$ cat config.mk
export PLATFORM = sky130hd
export DESIGN_NAME = trace_monitor
export DESIGN_NICKNAME = d
export VERILOG_FILES = /design/src/rtl/trace_mon_pkg.sv /design/src/rtl/trace_buf.sv /design/src/rtl/trace_framer.sv /design/src/rtl/trace_persist.sv /design/src/rtl/trace_monitor.sv
export SDC_FILE = /design/constraint.sdc
export NUM_CORES = 1
export LEC_CHECK = 0
export CORE_UTILIZATION = 30
export DETAILED_ROUTE_END_ITERATION = 10
export DONT_BUFFER_PORTS = 1
export PLACE_DENSITY_LB_ADDON = 0.08
export SLEW_MARGIN = 20
export SYNTH_ARGS = -nofsm -noshare
export SYNTH_HDL_FRONTEND = slang
export SYNTH_SLANG_ARGS = --single-unit
$ cat constraint.sdc
create_clock -name clk -period 8.4 [get_ports clk]
set_input_delay 0.84 -clock clk [delete_from_list [all_inputs] [get_ports clk]]
set_output_delay 0.84 -clock clk [all_outputs]
set_load 0.01 [all_outputs]
$ cat src/rtl/trace_mon_pkg.sv
package trace_mon_pkg;
  localparam logic [2:0] TM_RAW     = 3'b000;
  localparam logic [2:0] TM_SONET   = 3'b001;
  localparam logic [2:0] TM_SDH     = 3'b010;
  localparam logic [2:0] TM_PERSIST = 3'b011;
  localparam logic [7:0] SONET_MARK = 8'h0A;
endpackage

$ cat src/rtl/trace_buf.sv
module trace_buf #(
  parameter int DEPTH = 64,
  parameter int W     = 8,
  localparam int AW   = $clog2(DEPTH)
) (
  input  logic          clk,
  input  logic          rst_n,
  input  logic          we,
  input  logic [AW-1:0] waddr,
  input  logic [W-1:0]  wdata,
  input  logic [AW-1:0] raddr_a,
  output logic [W-1:0]  rdata_a,
  input  logic [AW-1:0] raddr_b,
  output logic [W-1:0]  rdata_b
);
  logic [W-1:0] mem [DEPTH];

  always_ff @(posedge clk) begin
    if (!rst_n) begin
      for (int i = 0; i < DEPTH; i++) mem[i] <= '0;
    end else if (we) begin
      mem[waddr] <= wdata;
    end
  end

  assign rdata_a = mem[raddr_a];
  assign rdata_b = mem[raddr_b];
endmodule

$ cat src/rtl/trace_framer.sv
module trace_framer
  import trace_mon_pkg::*;
#(
  parameter int BUF_DEPTH = 64,
  parameter int SHORT_LEN = 16,
  parameter int W         = 8,
  localparam int AW       = $clog2(BUF_DEPTH),
  localparam int CW       = $clog2(BUF_DEPTH) + 1
) (
  input  logic          clk,
  input  logic          rst_n,
  input  logic [2:0]    mode,
  input  logic          restart,
  input  logic          stb,
  input  logic [W-1:0]  byte_in,
  output logic          wr_en,
  output logic [AW-1:0] wr_addr,
  output logic          cmp_en,
  output logic [AW-1:0] cmp_addr
);
  localparam logic [CW-1:0] FILL_LONG  = CW'(BUF_DEPTH);
  localparam logic [CW-1:0] FILL_SHORT = CW'(SHORT_LEN);
  localparam logic [AW-1:0] LAST_LONG  = AW'(BUF_DEPTH - 1);
  localparam logic [AW-1:0] LAST_SHORT = AW'(SHORT_LEN - 1);
  localparam logic [AW-1:0] LAG        = AW'(SHORT_LEN);

  logic          framed;
  logic [AW-1:0] ptr;
  logic [CW-1:0] fill;

  logic is_raw, is_sonet, is_sdh, is_framing, marker, may_write;
  logic [AW-1:0] last;
  logic [CW-1:0] fill_need;

  always_comb begin
    is_raw     = (mode == TM_RAW);
    is_sonet   = (mode == TM_SONET);
    is_sdh     = (mode == TM_SDH);
    is_framing = is_sonet | is_sdh;
    marker     = is_sonet ? (byte_in == SONET_MARK) : byte_in[W-1];
    last       = is_sdh ? LAST_SHORT : LAST_LONG;
    fill_need  = is_sonet ? FILL_LONG : FILL_SHORT;
    may_write  = is_raw | (is_framing & framed);
    wr_en      = stb & ~restart & may_write;
    wr_addr    = ptr;
    cmp_en     = wr_en & (fill >= fill_need);
    cmp_addr   = is_raw ? (ptr - LAG) : ptr;
  end

  always_ff @(posedge clk) begin
    if (!rst_n || restart) begin
      framed <= 1'b0;
      ptr    <= '0;
      fill   <= '0;
    end else if (stb) begin
      if (is_framing && !framed) begin
        if (marker) begin
          framed <= 1'b1;
          ptr    <= is_sdh ? AW'(1) : '0;
        end
      end else if (wr_en) begin
        ptr <= (ptr == last) ? '0 : ptr + AW'(1);
        if (fill != FILL_LONG) fill <= fill + CW'(1);
      end
    end
  end

  // SDH messages live in the first SHORT_LEN entries
  assert_sdh_addr_in_range_R5: assert property (@(posedge clk) disable iff (!rst_n)
    (wr_en && is_sdh) |-> (wr_addr < LAG));

  // pointer returns to zero after the last position
  assert_ptr_wrap_R1: assert property (@(posedge clk) disable iff (!rst_n)
    (wr_en && ptr == last) |=> (ptr == '0));

  // first position after marker
  assert_first_pos_after_marker_R3: assert property (@(posedge clk) disable iff (!rst_n)
    $rose(framed) |-> (ptr == (($past(mode) == TM_SDH) ? AW'(1) : AW'(0))));

  // mode change clears framing and fill
  assert_restart_clears_R10: assert property (@(posedge clk) disable iff (!rst_n)
    restart |=> (!framed && fill == '0 && ptr == '0));
endmodule

$ cat src/rtl/trace_persist.sv
module trace_persist #(
  parameter int W  = 8,
  parameter int CW = 4
) (
  input  logic          clk,
  input  logic          rst_n,
  input  logic          restart,
  input  logic          en,
  input  logic [W-1:0]  byte_in,
  input  logic [W-1:0]  accepted,
  input  logic [CW-1:0] limit,
  output logic          accept
);
  logic [W-1:0]  cand;
  logic [CW-1:0] run;
  logic [CW-1:0] lim_eff, run_nxt;
  logic          same_acc, cont;

  always_comb begin
    lim_eff  = (limit == '0) ? CW'(1) : limit;
    same_acc = (byte_in == accepted);
    cont     = (run != '0) && (byte_in == cand);
    run_nxt  = cont ? run + CW'(1) : CW'(1);
    accept   = en & ~same_acc & (run_nxt >= lim_eff);
  end

  always_ff @(posedge clk) begin
    if (!rst_n || restart) begin
      cand <= '0;
      run  <= '0;
    end else if (en) begin
      if (same_acc || accept) begin
        run <= '0;
      end else begin
        cand <= byte_in;
        run  <= run_nxt;
      end
    end
  end

  // only a byte different from the stored one is accepted
  assert_accept_new_R6: assert property (@(posedge clk) disable iff (!rst_n)
    accept |-> (byte_in != accepted));

  // mode change clears the persistence count
  assert_persist_restart_R10: assert property (@(posedge clk) disable iff (!rst_n)
    restart |=> (run == '0));
endmodule

$ cat src/rtl/trace_monitor.sv
module trace_monitor
  import trace_mon_pkg::*;
#(
  parameter int W         = 8,
  parameter int BUF_DEPTH = 64,
  parameter int SHORT_LEN = 16,
  parameter int CNT_W     = 4,
  localparam int AW       = $clog2(BUF_DEPTH)
) (
  input  logic             clk,
  input  logic             rst_n,
  input  logic [2:0]       mode,
  input  logic [CNT_W-1:0] persist_lim,
  input  logic             irq_mask,
  input  logic             delta_clr,
  input  logic             frm_stb,
  input  logic [W-1:0]     trc_byte,
  input  logic [AW-1:0]    rd_addr,
  output logic [W-1:0]     rd_data,
  output logic             mism,
  output logic             delta,
  output logic             irq
);
  logic [2:0]    mode_q;
  logic          restart, is_persist;
  logic          fr_wr_en, fr_cmp_en, acc;
  logic [AW-1:0] fr_wr_addr, fr_cmp_addr;
  logic          buf_we;
  logic [AW-1:0] buf_waddr, buf_caddr;
  logic [W-1:0]  cmp_data;
  logic          mism_nxt;

  assign restart    = (mode != mode_q);
  assign is_persist = (mode == TM_PERSIST);

  always_ff @(posedge clk) begin
    if (!rst_n) mode_q <= TM_RAW;
    else        mode_q <= mode;
  end

  trace_framer #(.BUF_DEPTH(BUF_DEPTH), .SHORT_LEN(SHORT_LEN), .W(W)) u_framer (
    .clk(clk), .rst_n(rst_n), .mode(mode), .restart(restart),
    .stb(frm_stb), .byte_in(trc_byte),
    .wr_en(fr_wr_en), .wr_addr(fr_wr_addr),
    .cmp_en(fr_cmp_en), .cmp_addr(fr_cmp_addr)
  );

  trace_persist #(.W(W), .CW(CNT_W)) u_persist (
    .clk(clk), .rst_n(rst_n), .restart(restart),
    .en(frm_stb & is_persist & ~restart),
    .byte_in(trc_byte), .accepted(cmp_data),
    .limit(persist_lim), .accept(acc)
  );

  assign buf_we    = fr_wr_en | acc;
  assign buf_waddr = acc ? '0 : fr_wr_addr;
  assign buf_caddr = is_persist ? '0 : fr_cmp_addr;

  trace_buf #(.DEPTH(BUF_DEPTH), .W(W)) u_buf (
    .clk(clk), .rst_n(rst_n),
    .we(buf_we), .waddr(buf_waddr), .wdata(trc_byte),
    .raddr_a(rd_addr), .rdata_a(rd_data),
    .raddr_b(buf_caddr), .rdata_b(cmp_data)
  );

  assign mism_nxt = fr_cmp_en ? (trc_byte != cmp_data) : mism;

  always_ff @(posedge clk) begin
    if (!rst_n) begin
      mism  <= 1'b0;
      delta <= 1'b0;
    end else begin
      mism <= mism_nxt;
      if ((mism_nxt != mism) || acc) delta <= 1'b1;
      else if (delta_clr)            delta <= 1'b0;
    end
  end

  assign irq = delta & ~irq_mask;

  // every change of the mismatch state leaves delta set
  assert_delta_on_change_R8: assert property (@(posedge clk) disable iff (!rst_n)
    (mism != $past(mism)) |-> delta);

  // interrupt never active without delta or while masked
  assert_irq_gated_R9: assert property (@(posedge clk) disable iff (!rst_n)
    irq |-> (delta && !irq_mask));

  // persistence mode leaves the mismatch state alone
  assert_mism_held_R7: assert property (@(posedge clk) disable iff (!rst_n)
    (is_persist && $past(mode) == TM_PERSIST) |-> $stable(mism));
endmodule

==> metrics.cfg <==
[run_status]
status=finished, final reports clean

[detailed_routing]
drt-initial-drc-count=2497
viasPerCell=5.916
dr.pass1.iters=6
drc=0
wirelength_um=130600
drtAntennaViolNets=0
wl_per_cell_um=33.80
vias=22866

[placed_design]
routabilityCongestion=0.8646
dp_hpwl_um=83810
dp_cells=3750
numPortBuffers=0

[critical_path]
max_stage_delay_ps=990
path_class=flop to flop
startpoint_type=flop
worstPathRequired_ps=8650
path_cells=buf_12 -> mux4_2 -> nand2_1 -> o21ai_1 -> a2111oi_1 -> o21ai_1 -> and3_1 -> o2111ai_2 -> o211ai_1 -> a22oi_1
critical_path_arrival_ps=6380
cp.buffers_inverters=1
worstSetupEndpointType=flop
crit_top_cell=o21ai_1
critPathTopFamily=compound AO/OA/AOI/OAI gates
crit_path_top_delay_cell=a2111oi_1
worst-path-max-fanout=114

[flow_run]
maxCapViolations=0

[floorplanning]
dieWidth_um=321.4
die_y_um=321.4
start_util_pct=30.42
core_um2=100600
dieArea_um2=103300
rows=116
io_pins=37

[yosys]
avgSynthCellArea_um2=12.02
ys_types=87
ys_async_sr_fraction_pct=0
synth_ff_type=edfxtp_1
mappedNetlistNets=2583
netlist_instances=2546
netlist_area_um2=30600
synth_seq_area_share_pct=52.27
ys_warn_count=0
synth-seq-cells=543
synth_edf_count=512

[timing]
drv_slew=0
max-slew-margin-rel_pct=21.90
worst_slew_pin_slew_ps=1171
fin_crit_sh_pct=72.95
finalSetupTns_ps=0
hold_violations=0
fmax_mhz=163.2
final-setup-viol-count=0
period_needed_ps=6128
skew_ps=31.63
rsz0062_at_grt=false

[global_route]
grt_pass1_vias=21918
grt_pass1_wl_um=181900
top_usage_layer=met2
met2_usage_pct=40.02
gr-total-overflow=0
use_met3_pct=4.005
antenna_found_initial=5
use_met1_pct=34.72
grtUsageTotal_pct=25.12
grt_start_max_net_pins=129

[layout]
area_growth_pct=11.19
instances_no_fill=3865
nets=2500
n_antenna_cell=0
mostFrequentLayoutCell=edfxtp_1
final_cell_mix=edfxtp_1 (512), nor2_1 (480), mux4_2 (187)
drive_gt1_share_pct=19.14
fillers=9908

[hold_path]
hp-class=primary input to flop

[power_and_ir_drop]
powerDensity_nw_per_um2=190.6
power_mw=6.485
leakagePower_nw=10.16
peakVddDrop_mv=0.1039

[clock_network]
cts_inserted_buffers=68
cts_buffer_depth=3
cts_max_level=3
cts_root_buffer=clkbuf_16
cts_tree=done
cts.sinks=543
ctsHoldBuffers=0
clk_pin_slew_worst_paths_ps=60
cts-resized-gates=0
post_cts_buffers=0
clk_latency_ps=640

## per-stage QoR
stage          hold slack [ps]  setup slack [ps]  util (%)  cell area (µm²)
2_1_floorplan            449.8              4162         -            30600
6_report                 354.2              2272     33.83            34020
3_3_place_gp             458.9              1702     31.75            31940
3_5_place_dp             472.4              1915     31.78            31960
4_1_cts                  311.1              2313     33.83            34020
5_1_grt                  331.4              2159     33.83            34020
## area by class of cell
| class | instances | area, µm² | area share, % |
|---|---|---|---|
| Inverter | 55 | 206.4 | 0.6068 |
| Clock inverter | 25 | 214.0 | 0.6289 |
| Clock buffer | 90 | 1848 | 5.432 |
| Multi-Input combinational cell | 1701 | 13280 | 39.03 |
| Sequential cell | 543 | 16010 | 47.05 |
| Timing Repair Buffer | 94 | 768.2 | 2.258 |
| Tap cell | 1357 | 1698 | 4.990 |
## Yosys cell counts, types with 14 or more instances
master    count  area share, %
buf_4        18           0.44
clkbuf_1    141            1.7
edfxtp_1    512             50
xnor2_1      16           0.46
a21oi_1      96            1.6
buf_1        21           0.26
dfxtp_1      31            2.0
nand2_1     134            1.6
o22ai_1      21           0.43
nor3_1       60           0.98
a211oi_1     54            1.3
nor2b_1      14           0.29
o221ai_1     17           0.49
mux2i_1      96            3.1
o21ai_0     101            1.7
mux2_2       32            1.2
buf_6        18           0.66
nand3_1      57           0.93
a221oi_1     29           0.83
a211oi_2     30            1.2
nor4_1       20           0.41
and3_1       15           0.31
inv_1        51           0.63
nor2_1      480            5.9
a31oi_1      18           0.37
buf_2        48           0.79
mux4_2      187             14
## registers in the layout (all words and copies together), names as in the netlist
| register | cells |
|---|---|
| delta | 1 |
| mism | 1 |
| mode_q | 3 |
| u_buf.mem | 512 |
| u_framer.fill | 7 |
| u_framer.framed | 1 |
| u_framer.wr_addr | 6 |
| u_persist.cand | 8 |
| u_persist.run | 4 |
## logic make-up after synthesis
group	count (synthesis)	synth area share [%]
compound gates	512	12.08
xor+xnor	26	0.7442
fa+ha+maj	11	0.4498
buf+inv	302	4.567
flops	543	52.27
mux	315	18.08
simple gates	837	11.80
## worst register-to-register path, cell delays in order, from the launching register on
cell and delay (ps):
dfxtp_4 720, buf_12 670, mux4_2 690, nand2_1 90
o21ai_1 110, a2111oi_1 990, o21ai_1 370, and3_1 320
o2111ai_2 540, o211ai_1 470, a22oi_1 800
## power by group
part           total [mW]  internal [mW]  switching, mW
clock network        2.84           1.66           1.18
logic               0.503          0.213          0.290
registers            3.15           3.07         0.0745
## metal layers
layer	vias to the layer above	share of wire, %
met1	11970	43
li1	9648	-
met2	1059	47
met5	-	0
met4	0	3.1
met3	189	7.2
## final timing paths
check        slack, ps                             start                             end  cells past startpoint
max reg2reg       2270  u_framer.wr_addr[0]$_SDFFE_PP0P_   u_buf.mem[6][2]$_SDFFCE_PN0P_                     10
min                350                           mode[0]            mode_q[0]$_SDFF_PN0_                      1
max               2270  u_framer.wr_addr[0]$_SDFFE_PP0P_   u_buf.mem[6][2]$_SDFFCE_PN0P_                     10
min reg2reg        480    u_persist.cand[4]$_SDFFE_PP0P_  u_persist.cand[4]$_SDFFE_PP0P_                      2
Power figures use the tool's default switching activity.
